File: src/rtl/hzd_pkg.sv
package hzd_pkg;

   localparam int unsigned HZD_XLEN_DEF  = 32;
   localparam int unsigned HZD_IDX_W_DEF = 5;
   localparam logic [31:0] HZD_NOP_WORD  = 32'h0000_0013;
   localparam logic [31:0] HZD_ENTRY_DEF = 32'h0000_1000;

   // control-flow flags of the instruction sitting in decode
   typedef struct packed {
      logic is_branch;
      logic is_jal;
      logic is_jalr;
      logic taken;
   } hzd_flow_t;

endpackage

File: src/rtl/hzd_stall_detect.sv
module hzd_stall_detect #(
   parameter int unsigned IDX_W        = 5,
   parameter bit          BRANCH_CHECK = 1'b1
) (
   input  logic [IDX_W-1:0] id_rs1,
   input  logic [IDX_W-1:0] id_rs2,
   input  hzd_pkg::hzd_flow_t flow,
   input  logic [IDX_W-1:0] ex_rd,
   input  logic             ex_is_load,
   input  logic             ex_reg_we,
   input  logic [IDX_W-1:0] mem_rd,
   input  logic             mem_is_load,
   output logic             stall
);

   if (IDX_W < 1) begin : g_bad_idx
      $error("IDX_W must be at least 1");
   end

   function automatic logic idx_hit(input logic [IDX_W-1:0] dst,
                                    input logic [IDX_W-1:0] src);
      return (dst != '0) && (dst == src);
   endfunction

   logic ex_hit1, ex_hit2, mem_hit1, mem_hit2;
   logic load_use, load_jump, alu_jump, branch_dep;

   always_comb begin
      ex_hit1  = idx_hit(ex_rd, id_rs1);
      ex_hit2  = idx_hit(ex_rd, id_rs2);
      mem_hit1 = idx_hit(mem_rd, id_rs1);
      mem_hit2 = idx_hit(mem_rd, id_rs2);
   end

   always_comb begin
      load_use  = ex_is_load && (ex_hit1 || ex_hit2);
      load_jump = mem_is_load && flow.is_jalr && mem_hit1;
      alu_jump  = ex_reg_we && flow.is_jalr && ex_hit1;
   end

   if (BRANCH_CHECK) begin : g_branch_chk
      always_comb begin
         branch_dep = flow.is_branch &&
                      ((ex_reg_we && (ex_hit1 || ex_hit2)) ||
                       (mem_is_load && (mem_hit1 || mem_hit2)));
      end
   end else begin : g_branch_nochk
      always_comb branch_dep = 1'b0;
   end

   assign stall = load_use || load_jump || alu_jump || branch_dep;

endmodule

File: src/rtl/hzd_redirect.sv
module hzd_redirect (
   input  hzd_pkg::hzd_flow_t flow,
   input  logic               stall,
   output logic               flush
);

   logic redirect;

   always_comb begin
      redirect = (flow.is_branch && flow.taken) || flow.is_jal || flow.is_jalr;
      // operands are stale while stalled, so the redirect waits
      flush    = redirect && !stall;
   end

endmodule

File: src/rtl/hzd_ifid_reg.sv
module hzd_ifid_reg #(
   parameter int unsigned XLEN      = 32,
   parameter logic [XLEN-1:0] NOP   = 32'h0000_0013,
   parameter logic [XLEN-1:0] ENTRY = 32'h0000_1000
) (
   input  logic            clk,
   input  logic            rst_n,
   input  logic            hold,
   input  logic            clear,
   input  logic [XLEN-1:0] d_instr,
   input  logic [XLEN-1:0] d_pc,
   output logic [XLEN-1:0] q_instr,
   output logic [XLEN-1:0] q_pc
);

   if (XLEN < 32) begin : g_bad_xlen
      $error("XLEN must be at least 32");
   end

   always_ff @(posedge clk or negedge rst_n) begin
      if (!rst_n) begin
         q_instr <= NOP;
         q_pc    <= ENTRY;
      end else if (clear) begin
         q_instr <= NOP;
         q_pc    <= ENTRY;
      end else if (!hold) begin
         q_instr <= d_instr;
         q_pc    <= d_pc;
      end
   end

endmodule

File: src/rtl/pipe_hazard_ctl.sv
module pipe_hazard_ctl #(
   parameter int unsigned XLEN         = hzd_pkg::HZD_XLEN_DEF,
   parameter int unsigned IDX_W        = hzd_pkg::HZD_IDX_W_DEF,
   parameter logic [XLEN-1:0] ENTRY    = hzd_pkg::HZD_ENTRY_DEF,
   parameter bit          BRANCH_CHECK = 1'b1
) (
   input  logic             clk,
   input  logic             rst_n,
   input  logic [IDX_W-1:0] id_rs1,
   input  logic [IDX_W-1:0] id_rs2,
   input  logic             id_is_branch,
   input  logic             id_is_jal,
   input  logic             id_is_jalr,
   input  logic             id_br_taken,
   input  logic [IDX_W-1:0] ex_rd,
   input  logic             ex_is_load,
   input  logic             ex_reg_we,
   input  logic [IDX_W-1:0] mem_rd,
   input  logic             mem_is_load,
   input  logic [XLEN-1:0]  fe_instr,
   input  logic [XLEN-1:0]  fe_pc,
   output logic             pc_stall,
   output logic             ifid_stall,
   output logic             ifid_flush,
   output logic             idex_flush,
   output logic [XLEN-1:0]  ifid_instr,
   output logic [XLEN-1:0]  ifid_pc
);

   localparam logic [XLEN-1:0] NOP_W = XLEN'(hzd_pkg::HZD_NOP_WORD);

   hzd_pkg::hzd_flow_t flow;
   logic stall_w, flush_w;

   assign flow = '{is_branch: id_is_branch, is_jal: id_is_jal,
                   is_jalr: id_is_jalr, taken: id_br_taken};

   hzd_stall_detect #(.IDX_W(IDX_W), .BRANCH_CHECK(BRANCH_CHECK)) u_stall (
      .id_rs1      (id_rs1),
      .id_rs2      (id_rs2),
      .flow        (flow),
      .ex_rd       (ex_rd),
      .ex_is_load  (ex_is_load),
      .ex_reg_we   (ex_reg_we),
      .mem_rd      (mem_rd),
      .mem_is_load (mem_is_load),
      .stall       (stall_w)
   );

   hzd_redirect u_redir (
      .flow  (flow),
      .stall (stall_w),
      .flush (flush_w)
   );

   hzd_ifid_reg #(.XLEN(XLEN), .NOP(NOP_W), .ENTRY(ENTRY)) u_ifid (
      .clk     (clk),
      .rst_n   (rst_n),
      .hold    (stall_w),
      .clear   (flush_w),
      .d_instr (fe_instr),
      .d_pc    (fe_pc),
      .q_instr (ifid_instr),
      .q_pc    (ifid_pc)
   );

   assign pc_stall   = stall_w;
   assign ifid_stall = stall_w;
   assign idex_flush = stall_w;
   assign ifid_flush = flush_w;

endmodule

File: config.mk
export PLATFORM = sky130hd
export DESIGN_NAME = pipe_hazard_ctl
export DESIGN_NICKNAME = d
export VERILOG_FILES = /design/src/rtl/hzd_pkg.sv /design/src/rtl/hzd_stall_detect.sv /design/src/rtl/hzd_redirect.sv /design/src/rtl/hzd_ifid_reg.sv /design/src/rtl/pipe_hazard_ctl.sv
export SDC_FILE = /design/constraint.sdc
export NUM_CORES = 1
export LEC_CHECK = 0
export ABC_AREA = 1
export BUFFER_PORTS_ARGS = -buffer_cell sky130_fd_sc_hd__buf_2
export CAP_MARGIN = 0
export CELL_PAD_IN_SITES_DETAIL_PLACEMENT = 0
export CELL_PAD_IN_SITES_GLOBAL_PLACEMENT = 1
export CORE_UTILIZATION = 32
export DETAILED_ROUTE_END_ITERATION = 7
export PLACE_DENSITY = 0.91
export SKIP_LAST_GASP = 1
export SLEW_MARGIN = 0
export SYNTH_ARGS = -nofsm -noshare
export SYNTH_HDL_FRONTEND = slang
export SYNTH_SLANG_ARGS = --single-unit
File: constraint.sdc
create_clock -name clk -period 1.85 [get_ports clk]
set_input_delay 0.37 -clock clk [delete_from_list [all_inputs] [get_ports clk]]
set_output_delay 0.37 -clock clk [all_outputs]
set_load 0.01 [all_outputs]
==> results of run 1 <==
-- power breakdown --
group | switching [uW] | internal [uW]
clock network | 524 | 480
registers | 40.2 | 1480
logic | 394 | 295
total | 959 | 2260
-- layer usage --
layer | global-route usage [%] | vias up | part of all wire, %
li1 | - | 1850 | -
met1 | 21.3 | 1662 | 44
met2 | 30.4 | 139 | 47
met3 | 5.69 | 10 | 7.8
met4 | 5.48 | 0 | 1.0
met5 | 0 | - | 0
-- cells by family (layout without fill, tap and decap cells) --
kind of cell           Yosys count  count (layout)  share of synthesized area [%]
buffers and inverters          113             278                           14.3
XOR/XNOR                         9               9                           2.22
flip-flops                      64              64                           45.2
AO/OA/AOI/OAI                    3               3                          0.423
AND/OR/NAND/NOR                327             327                           37.8
-- synthesized netlist by cell type --
master and n:
nand2_1 168, inv_1 80, nor2_1 79, nand3_1 69
dfrtp_1 60, buf_4 10, buf_2 8, clkbuf_1 7
buf_6 5, xor2_1 5, dfstp_2 4, or2_2 4
xnor2_1 4, inv_2 3, nand4_1 3, o21ai_0 3
nand3b_1 1, nor2_2 1, nor2b_1 1, nor3_1 1
-- area by class of cell --
type / instances / share of cell area, %
flip-flops and latches: 64 / 32.9
multi-input cells: 339 / 32.0
repair buffers: 179 / 21.9
inverters: 83 / 6.38
well taps: 140 / 3.59
clock buffers: 12 / 2.77
clock inverters: 4 / 0.462
-- critical path: stages --
cell and delay [ps]:
buf_2 130, xor2_2 180, nor2_2 130, nand3_2 80, nand2_2 90, nand2_1 50, nand2_1 70, nand2_2 70
nand2_4 110, nor2_4 40, buf_6 120
-- registers in the layout, summed over array words and instances (netlist names) --
name and flops:
u_ifid.q_pc 32, u_ifid.q_instr 32
-- worst max path at each step --
stage | endpoint | depth (start not counted)
after floorplan | ifid_flush | 12
after global placement | ifid_flush | 13
final | ifid_flush | 11
after global routing | ifid_flush | 11
after detailed placement | ifid_flush | 13
after CTS | ifid_flush | 11
-- timing repair --
action / CTS / global route
pin swaps: 16 / 27
endpoints found under the setup margin: 4 / 4
setup buffers: 4 / 0
resized for setup: 23 / 31
-- per-stage QoR --
stage | setup TNS, ps | cell area (sq um)
global route | -120 | 4880
detailed placement | -770 | 4520
global placement | -43.1 | 4520
CTS | 0 | 4790
floorplan | 0 | 3550
finish | 0 | 4880
==> summary.md, run 1 <==
| Metric | Value |
|---|---|
| Core Util, Final | 45.0% |
| Pre-CTS setup slack | -109 ps |
| Most frequent cells in the layout | 161 x nand2_1, 150 x buf_2, 73 x inv_1 |
| Synthesized area | 0.00355 sq mm |
| Final nets | between 700 and 800 |
| CORE AREA | 0.0108 sq mm |
| Hold_ws | around 39 ps |
| Clock Pin Slew Worst Setup and Hold Paths | around 80 ps |
| Setup violations, final | 0 |
| FP Rows | 38 |
| Reg2reg end | u_ifid.q_instr[0] |
| Worst VDD drop | 0.000335 V |
| Drt first pass iters | 4 |
| Tightest Pin Transition | 631 ps |
| Synth area leader | dfrtp_1 |
| # H-tree levels | 3 |
| Final ANT Viol Nets | 0 |
| Final Cycle Share | 98.5% |
| RSZ-0062 raised after global routing | true |
| Via-to-Cell Ratio | 4.46 |
| Post-DP HPWL | 7110 um |
| CP startpoint | id_rs1[1] |
| Initial core utilization | about a third |
| Fin cells | 821 |
| Worst reg-to-reg path cell count | 2 |
| Relative slew margins | 57.9% |
| Die width | roughly 110 um |
| Synth top area cells | dfrtp_1 42%, nand2_1 18%, nand3_1 9.7%, inv_1 8.5%, nor2_1 8.4% |
| Gr usage total | between 15 and 20% |
| Root buffer cell | clkbuf_8 |
| CP Launch Type | primary input |
| Crit path DAT | 1450 ps |
| CTS Buffer Depth | 2 |
| Total gr overflow | 0 |
| Status | complete, no violations |
| Post-cts hold buffer count | 0 |
| Max-Cap Viols | 0 |
| Avg Cell Area, Syn | ~7 sq um |
| # fillers | between 1,000 and 1,500 |
| Storage cell area | roughly 0.0016 sq mm |
| Yosys cell types | 20 |
| Global-route wire length before repair | 15,900 um |
| DRT iter0 DRCs | between 150 and 200 |
| CP endpoint kind | output pin |
| Initial antenna violation count | 0 |
| Yosys top cell area share | 42.3% |
| Residual DRC | 0 |
| Wirelength, routed | about 10,000 um |
| Tot Pwr | 3220 uW |
| CTS tree | yes |
| Clk_skew | 0 ps |
| Hold Crit Class | primary input to asynchronous set/reset pin |
| Net Count, Synth | around 600 |
| Routed wire length per instance | 12.2 um |
| Die Height | 107 um |
| Reg2reg setup slack | 1140 ps |
| Area grow syn2layout | 37.4% |
| Number of global-route vias before repair | 3,512 |
| Cts bufs inserted | 9 |
| Critical path class | primary input to output pin |
| Critical path peak fanout | 5 |
| CP Data Required Time | around 1500 ps |
| Most common cell after layout, fill and taps aside | nand2_1 |
| Synthesized flop and latch total | 64 |
| Max-slew violation count | 0 |
| Share of cells above drive strength 1 | roughly 34% |
| Multi-input gate area | 0.00156 sq mm |
| F_max | 0.549 GHz |
| Diode count | 0 |
| Final Hold Viols | 0 |
| GPL Wtd Cong | about 0.90 |
| Final worst-path setup slack | about 27 ps |
| Final min period | roughly 1800 ps |
| Post-synthesis sequential area ratio | 45.2% |
| Placed cell count | 801 |
| CTS Sinks | 64 |
| Ports | 161 |
| Worst R2R Start | u_ifid.q_instr[0] |
| Synth Warn # | 0 |
| Die Area | 0.0115 sq mm |
| DR vias | ~3,700 |
| Post-synthesis instance total | 516 |
| Clk Latency, worst-skew pair | 340 ps |
| Leakage | 0.00312 uW |
| Largest net degree at the start of global routing | 65 |
| Total power per unit cell area | between 600 and 700 mW/mm^2 |
| IO Port Bufs | 160 |
Note: power is estimated with default switching activity, not from simulation.
==> run 2, diff against run 1 <==
--- a/config.mk
+++ b/config.mk
@@ -8,9 +8,9 @@
 export ABC_AREA = 1
 export BUFFER_PORTS_ARGS = -buffer_cell sky130_fd_sc_hd__buf_2
 export CAP_MARGIN = 0
-export CELL_PAD_IN_SITES_DETAIL_PLACEMENT = 0
-export CELL_PAD_IN_SITES_GLOBAL_PLACEMENT = 1
-export CORE_UTILIZATION = 32
+export CELL_PAD_IN_SITES_DETAIL_PLACEMENT = 2
+export CELL_PAD_IN_SITES_GLOBAL_PLACEMENT = 2
+export CORE_UTILIZATION = 24
 export DETAILED_ROUTE_END_ITERATION = 7
 export PLACE_DENSITY = 0.91
 export SKIP_LAST_GASP = 1
==> run 2 against run 1 <==
Effect of this change: hold slack gained 15 ps; core utilization shrank 9.7 points; the run now ends with setup timing left; count of clock-buffer cells in the layout is the same; die area grew 33%; sequential cell count is the same; via count grew 4.7%; highest routed layer unchanged; non-clock buffer count grew 3.
==> summary.md, run 2 (same netlist as run 1, synthesis figures left out) <==
| Metric | Value |
|---|---|
| CP delay by family, top | simple AND/OR/NAND/NOR gates |
| CP endpoint kind | output pin |
| Max-slew violation count | 0 (unchanged) |
| Pre-CTS setup slack | -175 ps (-65.6 ps) |
| Share of cells above drive strength 1 | 34.8% (+0.43 points) |
| Via-to-Cell Ratio | 4.41 (-1.0%) |
| DR vias | 3,832 (+4.7%) |
| CP Launch Type | primary input |
| RSZ-0062 raised after global routing | true |
| Post-DP HPWL | 9910 um (+39%) |
| Critical path peak fanout | 6 (+1) |
| Final Cycle Share | 104% (+5.4 points) |
| Final worst-path setup slack | -73.3 ps (-101 ps) |
| Switching power | 1070 uW (+12%) |
| CTS Sinks | 64 (unchanged) |
| Tightest Pin Transition | 358 ps (-273 ps) |
| Drt first pass iters | 4 (unchanged) |
| Status | complete, but fails checks |
| Die Height | 124 um (+15%) |
| CTS Buffer Depth | 2 (unchanged) |
| DRT iter0 DRCs | 138 (-24%) |
| CP Data Required Time | 1480 ps (about the same) |
| Initial core utilization | 24.5% (-8.2 points) |
| Total power per unit cell area | 770 mW/mm^2 (+17%) |
| Die width | 124 um (+15%) |
| Final Cell Area | 0.00511 sq mm (+4.7%) |
| F_max | 0.520 GHz (-5.2%) |
| Bufs and invs on worst path | 2 (unchanged) |
| Residual DRC | 0 (unchanged) |
| CORE AREA | 0.0145 sq mm (+34%) |
| Worst VDD drop | 0.000392 V (+17%) |
| GPL Wtd Cong | 0.827 (-8.0%) |
| Worst path cell trace | buf_2 > xor2_2 > nor2_1 > nand3_2 > nand2_2 > nand2_2 > nand2_2 > nor2_4 > nand2_4 > nor2_1 > buf_2 |
| Die Area | 0.0153 sq mm (+33%) |
| Final ANT Viol Nets | 0 (unchanged) |
| Largest net degree at the start of global routing | 65 (unchanged) |
| Gr usage total | 17.3% (-0.54 points) |
| # H-tree levels | 3 (unchanged) |
| Multi-input gate area | 0.00155 sq mm (-0.64%) |
| Failing checks | setup timing |
| Biggest regs | u_ifid.q_instr (32), u_ifid.q_pc (32) |
| DP Area | 0.00462 sq mm (+2.3%) |
| # fillers | 1,721 (+53%) |
| Sequential power share | 38.9% (-8.4 points) |
| Hold_ws | 53.7 ps (+14.8 ps) |
| Final Hold Viols | 0 (unchanged) |
| Delay of the slowest critical-path stage | 210 ps (+30 ps) |
| Diode count | 0 (unchanged) |
| Clock power share | 42.6% (+11 points) |
| Root buffer cell | clkbuf_16 |
| Max-Cap Viols | 0 (unchanged) |
| Initial antenna violation count | 0 (unchanged) |
| Ports | 161 (unchanged) |
| Logic gate share of total power | 18.4% (-3.0 points) |
| Wirelength, routed | 13,100 um (+31%) |
| Setup violations, final | 4 (+4) |
| Most used cell, CP | nand2_2 |
| Routed wire length per instance | 15.1 um (+24%) |
| Clk Latency, worst-skew pair | 330 ps (about the same) |
| Global-route wire length before repair | 20,100 um (+26%) |
| Leakage | 0.00321 uW (+3.0%) |
| Clock Pin Slew Worst Setup and Hold Paths | 50 ps (-30 ps) |
| Hold Crit Class | primary input to asynchronous set/reset pin |
| Sw frac | 27.2% (-2.6 points) |
| FP Rows | 44 (+16%) |
| Relative slew margins | 76.1% (+18 points) |
| Final min period | 1920 ps (+101 ps) |
| IO Port Bufs | 160 (unchanged) |
| Total gr overflow | 0 (unchanged) |
| Number of global-route vias before repair | 4,130 (+18%) |
| Cts bufs inserted | 9 (unchanged) |
| Final nets | 772 (+0.39%) |
| Most common cell after layout, fill and taps aside | nand2_1 |
| Storage cell area | 0.00161 sq mm (unchanged) |
| Clk_skew | 0 ps (unchanged) |
| Most frequent cells in the layout | 159 x nand2_1, 149 x buf_2, 73 x inv_1, 73 x nor2_1, 65 x nand3_1 |
| Area grow syn2layout | 43.9% |
| Critical path class | primary input to output pin |
| Highest-delay cell along the critical path | xor2_2 |
| CTS tree | yes |
| Crit path DAT | 1550 ps (+100 ps) |
| Int Pwr | 2870 uW (+27%) |
-- run 2: final timing paths --
check                                     endpoint  cells after the start  slack [ps]         startpoint
worst max-delay path                    ifid_flush                     11         -70          id_rs1[2]
worst min-delay path               u_ifid.q_pc[17]                      2          50              rst_n
worst max register to register   u_ifid.q_instr[4]                      2        1130  u_ifid.q_instr[4]
worst min register to register     u_ifid.q_pc[20]                      2         470    u_ifid.q_pc[20]
max in group asynchronous        u_ifid.q_instr[4]                      2        1470              rst_n
min in group clk                u_ifid.q_instr[22]                      5         370       fe_instr[22]
-- run 2: timing repair --
action / CTS / global route
pin swaps: 9 / 23
resized for setup: 16 / 41
setup endpoints to repair: 4 / 7
hold buffers: 0 / 0
setup buffers: 3 / 1
-- run 2: through the flow --
| step | utilization, % | cells | setup TNS (ps) | power, uW |
|---|---|---|---|---|
| 6_report | 35.3 | 868 | -108 | 3930 |
| 5_1_grt | 35.3 | 868 | -404 | 4140 |
| 4_1_cts | 34.4 | 867 | -66.9 | 3970 |
| 3_5_place_dp | 31.9 | 848 | -6850 | 2250 |
| 3_3_place_gp | 31.9 | 848 | -2210 | 2210 |
| 2_1_floorplan | - | 516 | 0 | 1880 |
-- run 2: worst register-to-register path: stages, from the launching register on --
cell and delay [ps]:
dfstp_2 530, nand2_1 60, nand2_1 70
-- run 2: final cells by class --
cell class	count	share of cell area, %
Tap cell	184	4.51
Multi-Input combinational cell	339	30.3
Timing Repair Buffer	182	21.8
Clock inverter	4	0.881
Clock buffer	12	4.82
Sequential cell	64	31.4
Inverter	83	6.19
-- run 2: power groups by stage --
stage | registers (uW) | clock network, uW | logic (uW)
floorplan | 1590 | 0 | 299
global placement | 1550 | 0 | 657
detailed placement | 1560 | 0 | 689
CTS | 1530 | 1730 | 709
global route | 1540 | 1790 | 810
finish | 1530 | 1680 | 726
-- run 2: routing by layer --
layer / part of all wire [%] / track usage, %
met2: 53 / 32.4
met5: 0 / 0
met1: 41 / 19.5
met3: 4.7 / 3.48
met4: 1.4 / 5.05
==> run 3, diff against run 2 <==
--- a/config.mk
+++ b/config.mk
@@ -13,6 +13,7 @@
 export CORE_UTILIZATION = 24
 export DETAILED_ROUTE_END_ITERATION = 7
 export PLACE_DENSITY = 0.91
+export REMOVE_ABC_BUFFERS = 1
 export SKIP_LAST_GASP = 1
 export SLEW_MARGIN = 0
 export SYNTH_ARGS = -nofsm -noshare
==> run 3 against run 2 <==
Effect of this change: the flow still finishes with violations (setup timing); critical endpoint is now idex_flush; setup slack improved by 62 ps; design area fell by 2.4%; via count barely moved; global-route usage rose by 0.10 points; register-to-register slack barely moved; highest routed layer unchanged; cell count fell by 0.46%; largest cell class unchanged; sequential power barely moved; die area did not move; clock skew did not move.
==> summary.md, run 3 (same netlist as run 1, synthesis figures left out) <==
| Metric | Value |
|---|---|
| Total gr overflow | 0 (unchanged) |
| # H-tree levels | 3 (unchanged) |
| CTS Sinks | 64 (unchanged) |
| Failing checks | setup timing |
| Final nets | 768 (-0.52%) |
| Crit path DAT | 1490 ps (-60 ps) |
| Diode count | 0 (unchanged) |
| Critical path peak fanout | 4 (-2) |
| Relative slew margins | 72.7% (-3.4 points) |
| Leakage | 0.00314 uW (-2.1%) |
| Most used cell, CP | nand2_2 |
| DR vias | 3,833 (+0.026%) |
| CP endpoint kind | output pin |
| GPL Wtd Cong | 0.781 (-5.6%) |
| Biggest regs | u_ifid.q_instr (32), u_ifid.q_pc (32) |
| Multi-input gate area | 0.00152 sq mm (-1.9%) |
| IO Port Bufs | 160 (unchanged) |
| Storage cell area | 0.00161 sq mm (unchanged) |
| Initial core utilization | 24.5% (unchanged) |
| Delay of the slowest critical-path stage | 140 ps (-70 ps) |
| CP Data Required Time | 1480 ps (about the same) |
| Initial antenna violation count | 0 (unchanged) |
| CTS Buffer Depth | 2 (unchanged) |
| Via-to-Cell Ratio | 4.44 (+0.49%) |
| Final worst-path setup slack | -11.6 ps (+61.7 ps) |
| Final Cycle Share | 101% (-3.3 points) |
| Die Height | 124 um (unchanged) |
| Sw frac | 28.4% (+1.2 points) |
| CTS tree | yes |
| Global-route wire length before repair | 20,300 um (+0.75%) |
| Clock Pin Slew Worst Setup and Hold Paths | 50 ps (about the same) |
| Sequential power share | 40.4% (+1.5 points) |
| Area grow syn2layout | 40.5% |
| Cts bufs inserted | 9 (unchanged) |
| Number of global-route vias before repair | 4,177 (+1.1%) |
| Hold Crit Class | primary input to asynchronous set/reset pin |
| Ports | 161 (unchanged) |
| Most common cell after layout, fill and taps aside | nand2_1 |
| Die Area | 0.0153 sq mm (unchanged) |
| F_max | 0.537 GHz (+3.3%) |
| Final min period | 1860 ps (-61.7 ps) |
| Drt first pass iters | 6 (+2) |
| Tightest Pin Transition | 410 ps (+51.5 ps) |
| Max-slew violation count | 0 (unchanged) |
| Largest net degree at the start of global routing | 65 (unchanged) |
| Worst path cell trace | buf_2 > inv_1 > nand2_1 > nand2_1 > nor2_2 > nand3_2 > nand2_2 > nand2_2 > nand2_2 > nor2_4 > nand2_4 > buf_12 > buf_6 |
| Pre-CTS setup slack | -248 ps (-73.5 ps) |
| Critical path class | primary input to output pin |
| Worst VDD drop | 0.000367 V (-6.3%) |
| Routed wire length per instance | 14.9 um (-1.5%) |
| Switching power | 1070 uW (+0.49%) |
| # fillers | 1,754 (+1.9%) |
| Post-DP HPWL | 9670 um (-2.4%) |
| Highest-delay cell along the critical path | buf_12 |
| Die width | 124 um (unchanged) |
| Int Pwr | 2720 uW (-5.2%) |
| Total power per unit cell area | 760 mW/mm^2 (-1.3%) |
| Clk_skew | 0 ps (unchanged) |
| Most frequent cells in the layout | 161 x nand2_1, 151 x buf_2, 77 x inv_1 |
| DRT iter0 DRCs | 166 (+20%) |
| Residual DRC | 0 (unchanged) |
| FP Rows | 44 (unchanged) |
| Share of cells above drive strength 1 | 32.9% (-1.9 points) |
| Final ANT Viol Nets | 0 (unchanged) |
| CP Launch Type | primary input |
| Hold_ws | 64.8 ps (+11.0 ps) |
| Clk Latency, worst-skew pair | 330 ps (about the same) |
| CORE AREA | 0.0145 sq mm (unchanged) |
| Status | complete, but fails checks |
| Wirelength, routed | 12,800 um (-1.9%) |
| Tot Pwr | 3790 uW (-3.7%) |
| Clock power share | 41.1% (-1.5 points) |
| RSZ-0062 raised after global routing | true |
| Root buffer cell | clkbuf_16 |
| Setup violations, final | 3 (-1) |
| Post-route setup TNS | -33.0 ps (+74.6 ps) |
| Final Hold Viols | 0 (unchanged) |
| Gr usage total | 17.4% (+0.10 points) |
| Logic gate share of total power | 18.5% (about the same) |
| Max-Cap Viols | 0 (unchanged) |
## run 3: timing repair
action,in CTS,in global routing
hold buffers,0,0
gates resized for setup,32,11
pin swaps,15,11
setup endpoints to repair,4,61
buffers inserted,4,1
## run 3: critical path, delay by kind of cell
family / cells / cell delay [ps]
buf+inv: 4 / 460
simple gates: 9 / 650
## run 3: layer usage
layer	part of all wire [%]	vias to the layer above	track usage, %
met5	0	-	0
met1	41	1857	19.7
li1	-	1848	-
met2	52	108	32.1
met4	1.9	0	6.33
met3	5.0	20	3.30
## run 3: final timing paths
path | startpoint | end | slack [ps] | depth (start not counted)
min reg2reg | u_ifid.q_instr[4] | u_ifid.q_instr[4] | 470 | 2
min in group clk | fe_instr[21] | u_ifid.q_instr[21] | 370 | 5
max reg2reg | u_ifid.q_instr[1] | u_ifid.q_instr[1] | 1130 | 2
max | id_rs1[4] | idex_flush | -10 | 13
min | rst_n | u_ifid.q_pc[9] | 60 | 2
max in group asynchronous | rst_n | u_ifid.q_instr[0] | 1480 | 2
## run 3: cell type report
cell class / instances / share of cell area, %
Sequential cell: 64 / 32.2
Tap cell: 184 / 4.62
Clock inverter: 3 / 0.351
Multi-Input combinational cell: 339 / 30.5
Timing Repair Buffer: 178 / 21.1
Clock buffer: 13 / 5.02
Inverter: 83 / 6.25
## run 3: power groups by stage
stage / combinational (uW) / clock, uW / sequential, uW
4_1_cts: 708 / 1610 / 1530
3_3_place_gp: 635 / 0 / 1550
5_1_grt: 786 / 1660 / 1540
3_5_place_dp: 666 / 0 / 1560
2_1_floorplan: 257 / 0 / 1590
6_report: 699 / 1560 / 1530
## run 3: stage by stage
| stage | util, % | cell area (sq um) | instances |
|---|---|---|---|
| global placement | 31.3 | 4530 | 843 |
| CTS | 34.2 | 4950 | 863 |
| global route | 34.5 | 4990 | 864 |
| finish | 34.5 | 4990 | 864 |
| detailed placement | 31.3 | 4530 | 843 |
| floorplan | - | 3350 | 486 |
